==> config.mk <==
export PLATFORM = sky130hd
export DESIGN_NAME = tlbf_scanner
export DESIGN_NICKNAME = d
export VERILOG_FILES = /design/src/rtl/tlbf_pkg.sv /design/src/rtl/tlbf_entry_match.sv /design/src/rtl/tlbf_page_base.sv /design/src/rtl/tlbf_scanner.sv
export SDC_FILE = /design/constraint.sdc
export NUM_CORES = 1
export LEC_CHECK = 0
export ABC_AREA = 1
export BUFFER_PORTS_ARGS = -buffer_cell sky130_fd_sc_hd__buf_2
export CAP_MARGIN = 10
export CORE_UTILIZATION = 40
export CTS_CLUSTER_DIAMETER = 150
export DETAILED_ROUTE_END_ITERATION = 10
export PLACE_DENSITY = 0.73
export SLEW_MARGIN = 40
export SYNTH_ARGS = -nofsm -noshare
export SYNTH_HDL_FRONTEND = slang
export SYNTH_HIERARCHICAL = 1
export SYNTH_SLANG_ARGS = --single-unit
==> constraint.sdc <==
create_clock -name clk -period 1.5 [get_ports clk]
set_clock_uncertainty 0.2 [all_clocks]
set_input_delay 0.3 -clock clk [delete_from_list [all_inputs] [get_ports clk]]
set_output_delay 0.3 -clock clk [all_outputs]
set_load 0.05 [all_outputs]
==> src/rtl/tlbf_pkg.sv <==
package tlbf_pkg;
    localparam int PAGE_BITS  = 12;
    localparam int VALID_BIT  = 10;
    localparam int GLOBAL_BIT = 11;
endpackage

==> src/rtl/tlbf_entry_match.sv <==
module tlbf_entry_match
    import tlbf_pkg::*;
#(
    parameter int TAG_W = 32,
    parameter int PID_W = 8
) (
    input  logic [TAG_W-1:0] tag,
    input  logic [PID_W-1:0] victim_id,
    output logic             hit
);
    logic owner_eq;
    assign owner_eq = (tag[PID_W-1:0] == victim_id);
    assign hit      = tag[VALID_BIT] & ~tag[GLOBAL_BIT] & owner_eq;
endmodule

==> src/rtl/tlbf_page_base.sv <==
module tlbf_page_base
    import tlbf_pkg::*;
#(
    parameter int TAG_W = 32
) (
    input  logic [TAG_W-1:0] tag,
    output logic [TAG_W-1:0] page
);
    assign page = {tag[TAG_W-1:PAGE_BITS], {PAGE_BITS{1'b0}}};
endmodule

==> src/rtl/tlbf_scanner.sv <==
module tlbf_scanner
    import tlbf_pkg::*;
#(
    parameter int ENTRIES = 64,
    parameter int PID_W   = 8,
    parameter int TAG_W   = 32,
    localparam int IDX_W  = (ENTRIES > 1) ? $clog2(ENTRIES) : 1
) (
    input  logic             clk,
    input  logic             rst_n,
    input  logic             id_wr_en,
    input  logic [PID_W-1:0] id_wr_val,
    output logic [IDX_W-1:0] tag_rd_idx,
    input  logic [TAG_W-1:0] tag_rd_data,
    output logic             flush_vld,
    output logic [TAG_W-1:0] flush_addr,
    output logic             busy,
    output logic             done
);
    localparam logic [IDX_W-1:0] LAST_IDX = IDX_W'(ENTRIES - 1);

    typedef struct packed {
        logic             busy;
        logic             done;
        logic             flush_vld;
        logic [TAG_W-1:0] flush_addr;
        logic [IDX_W-1:0] idx;
        logic [PID_W-1:0] victim_id;
        logic [PID_W-1:0] cur_id;
    } state_t;

    state_t st_q, st_d;
    logic             entry_hit;
    logic [TAG_W-1:0] entry_page;
    logic             start_req;

    tlbf_entry_match #(.TAG_W(TAG_W), .PID_W(PID_W)) u_match (
        .tag       (tag_rd_data),
        .victim_id (st_q.victim_id),
        .hit       (entry_hit)
    );

    tlbf_page_base #(.TAG_W(TAG_W)) u_page (
        .tag  (tag_rd_data),
        .page (entry_page)
    );

    assign start_req = id_wr_en && !st_q.busy && (id_wr_val != st_q.cur_id);

    always_comb begin
        st_d           = st_q;
        st_d.done      = 1'b0;
        st_d.flush_vld = 1'b0;
        if (st_q.busy) begin
            st_d.flush_vld = entry_hit;
            if (entry_hit) begin
                st_d.flush_addr = entry_page;
            end
            if (st_q.idx == LAST_IDX) begin
                st_d.busy = 1'b0;
                st_d.done = 1'b1;
                st_d.idx  = '0;
            end else begin
                st_d.idx = st_q.idx + 1'b1;
            end
        end else if (start_req) begin
            st_d.busy      = 1'b1;
            st_d.idx       = '0;
            st_d.victim_id = st_q.cur_id;
            st_d.cur_id    = id_wr_val;
        end
    end

    always_ff @(posedge clk or negedge rst_n) begin
        if (!rst_n) begin
            st_q <= '0;
        end else begin
            st_q <= st_d;
        end
    end

    assign tag_rd_idx = st_q.idx;
    assign flush_vld  = st_q.flush_vld;
    assign flush_addr = st_q.flush_addr;
    assign busy       = st_q.busy;
    assign done       = st_q.done;


    busy_start_chk: assert property (@(posedge clk) disable iff (!rst_n)
        $rose(busy) |-> $past(id_wr_en));


    same_id_chk: assert property (@(posedge clk) disable iff (!rst_n)
        (id_wr_en && !busy && id_wr_val == st_q.cur_id) |=> !busy);


    done_pulse_chk: assert property (@(posedge clk) disable iff (!rst_n)
        done |=> !done);


    done_end_chk: assert property (@(posedge clk) disable iff (!rst_n)
        (busy && tag_rd_idx == LAST_IDX) |=> (done && !busy));


    ignore_wr_chk: assert property (@(posedge clk) disable iff (!rst_n)
        (busy && tag_rd_idx != LAST_IDX) |=> busy);


    flush_src_chk: assert property (@(posedge clk) disable iff (!rst_n)
        flush_vld |-> $past(busy));


    flush_align_chk: assert property (@(posedge clk) disable iff (!rst_n)
        flush_vld |-> (flush_addr[PAGE_BITS-1:0] == '0));
endmodule

==> flow_summary.yaml <==
job:
  maxCapViolCount: 0
floorplan:
  core_area_um2: 7290
  die_w_um: 89.2
  dieHeight_um: 89.2
  dieArea_um2: 7960
  floorplan.initialDensity_pct: 41.7
  fp-row-count: 31
  floorplan.io_pins: 84
yosys:
  synth_async_sr_flop_share_pct: 100
  synth.avg_cell_area_um2: 8.01
  netlist_top_cells_area: "dfrtp_1 47%, nand2_1 20%, buf_4 17%"
  synth_commonest_cells: "161 x nand2_1, 70 x buf_4, 57 x dfrtp_1"
  ys_dominant_reg_cell: "dfrtp_1"
  post_synth_edffs: 0
  yosys_warnings: 6
  yosys_register_bits: 57
  yosys.area.top_type_share_pct: 46.9
  synth_largest_area_cell: "dfrtp_1"
  post_synth_inst_count: 380
  mappedNetlistArea_um2: 3040
  synth.distinct_cells: 20
  synthMostInstantiatedCell: "nand2_1"
  ys_seq_area_share_pct: 46.9
power:
  p_comb_share_pct: 50.2
  max-vdd-ir-drop_mv: 1.16
  clkPwrFrac_pct: 17.5
  p_int_mw: 4.24
  switching_share_pct: 41.4
  p_per_area_nw_per_um2: 1650
  p_leak_nw: 2.44
  total_switching_power_mw: 3.00
  post-layout-total-power_mw: 7.24
  power.sequential.fraction_pct: 32.3
placement:
  numPlacedInstances: 522
  globalplace.congestion: 0.754
  portBuffers: 81
  post-dp-hpwl_um: 3890
finish:
  antenna_cells_inserted: 0
  multi_input_comb_area_um2: 1280
  layout.filler_cells: 642
  layout.cells.non_filler: 580
  design.final.nets: 520
  register_area_um2: 1430
  syn_to_final_growth_pct: 44.0
  drive_above_1_share_pct: 48.4
worst_hold_path:
  tightest_hold_check_type: "in -> reg"
  hold_end: "st_q[4]"
  holdCritStartpoint: "id_wr_val[4]"
  cell_depth_of_the_worst_min_delay_path: 3
drt:
  ant_nets: 0
  initial_drc_count: 100
  wl_per_cell_um: 12.4
  routed-via-count: 2524
  drtPass1Iterations: 4
  wl_um: 7180
  remaining_drc_errors: 0
  via_per_inst: 4.35
timing:
  finalSetupViolCount: 57
  timing.final.ws_setup_ps: -168
  grt_setup_unrepaired: "yes"
  period_needed_ps: 1670
  slew_viol_final: 0
  post-route-period-util_pct: 111
  fmaxAchievable_mhz: 600
  finalHoldViolations: 0
critical_path:
  path_common_cell: "nand2_1"
  largest_stage_delay_on_the_critical_path_ps: 370
  rr_startpoint: "st_q[9]"
  critical_path_type: "reg -> reg"
  crit_chain: "inv_1, nand2_1, nand2_1, nor2_1, nand3_2, nor2_4, nand2_8, inv_8, clkbuf_16, nand2_2, nand2_1"
  cpMaxStageDelayCell: "dfrtp_1"
  setup.worst_path.end_class: "flip-flop"
  count_of_buffer_and_inverter_cells_on_the_critical_path: 3
  worst-path-max-fanout: 8
  regToRegSetupSlack_ps: -170
  worst_setup_path_startpoint: "st_q[9]"
  worst-endpoint-arrival_ps: 1730
  cpLargestDelayFamily: "simple AND/OR/NAND/NOR gates"
  cp.required_ps: 1560
  crit_start_category: "flip-flop"
  endpoint_of_the_worst_slack_reg_to_reg_timing_path: "flush_addr[20]"
  worst_reg2reg_path_depth: 11
clock_network:
  clock_tree.root_cell: "clkbuf_8"
  clk_pin_slew_ps: 70
  tritoncts.num_buffers: 9
  cts_tree: "yes"
  htree_num_levels: 3
  max-clock-path-buffers: 2
  cts_sinks: 57
  clk_latency_ps: 330
global_routing:
  grtUsageTotal_pct: 16.1
  grt_pass1_wl_um: 9630
  first_global_vias: 2192
  grt_start_max_net_pins: 58
  grt_overflow_total: 0
  grt_antenna_before_repair: 0
run_status:
  run_status: "complete, but fails checks"
  failed_checks: "setup timing"
## cells by family after synthesis
logic type / count (synthesis) / synth area share, %
simple gates: 199 / 26.5
flops: 57 / 46.9
compound gates: 13 / 2.14
other cells: 1 / 0.123
buf+inv: 103 / 22.2
fa+ha+maj: 1 / 0.411
xor+xnor: 6 / 1.73
## cells in the final DEF (no fill, tap or decap), drive strengths merged
master / count
nand2: 163
buf: 121
dfrtp: 57
clkbuf: 25
inv: 24
dlygate4sd3: 21
nand3: 18
nor2: 14
conb: 12
o21ai: 11
xnor2: 6
a21oi: 2
nand3b: 2
or2: 2
ha: 1
clkinvlp: 1
clkinv: 1
## stage by stage
| stage | setup TNS (ps) | hold slack (ps) | instance area, um2 | util, % | worst slack, ps |
|---|---|---|---|---|---|
| 2_1_floorplan | 0 | -196 | 3090 | - | 8.24 |
| 3_3_place_gp | -5600 | 122 | 3320 | 45.5 | -186 |
| 3_5_place_dp | -6280 | 133 | 3320 | 45.5 | -220 |
| 4_1_cts | -2710 | 14.3 | 3910 | 53.6 | -105 |
| 5_1_grt | -11300 | 51.5 | 4380 | 60.1 | -271 |
| 6_report | -5850 | 47.6 | 4380 | 60.1 | -168 |
## cell type report
cell class,count,share of cell area [%]
Clock buffer,14,3.71
Inverter,24,2.23
Tap cell,99,2.83
Multi-Input combinational cell,231,29.2
Timing Repair Buffer,153,29.1
Clock inverter,2,0.286
Sequential cell,57,32.6
## metal layers
layer  GRT usage, %  routed length [um]
met5              0                   0
met1           19.3                3150
met2           28.0                3750
met3           2.95                 209
met4           7.50                  76
## how the worst max path moves through the flow
stage               cells past startpoint  slack (ps)             end
floorplan                              10           8  flush_addr[12]
global placement                       11        -190  flush_addr[31]
detailed placement                     12        -220  flush_addr[31]
CTS                                     8        -100  flush_addr[23]
global route                           11        -270  flush_addr[20]
finish                                 11        -170  flush_addr[20]
## worst min-delay path, stage by stage
cell     delay (ps)
buf_2           110
inv_2            70
o21ai_2          60
## power by group through the flow
stage	registers, mW	clock network, mW	logic, mW
after global routing	2.39	1.38	3.94
after global placement	2.27	0	2.55
final	2.34	1.26	3.64
after CTS	2.27	1.33	3.03
after floorplan	2.31	0	2.09
after detailed placement	2.29	0	2.60
## registers in the layout, summed over array words and instances (netlist names)
| signal | flops |
|---|---|
| flush_vld | 1 |
| st_q | 16 |
| flush_addr | 32 |
| tag_rd_idx | 6 |
| busy | 1 |
| done | 1 |
## what timing repair did
item | CTS | global route
hold buffers | 21 | 0
pin swaps | 6 | 23
endpoints found under the hold margin | 77 | 0
setup buffers | 6 | 8
resized for setup | 37 | 83
gates cloned | 2 | 5
setup endpoints to repair | 42 | 65
(Power assumes the default switching activity.)
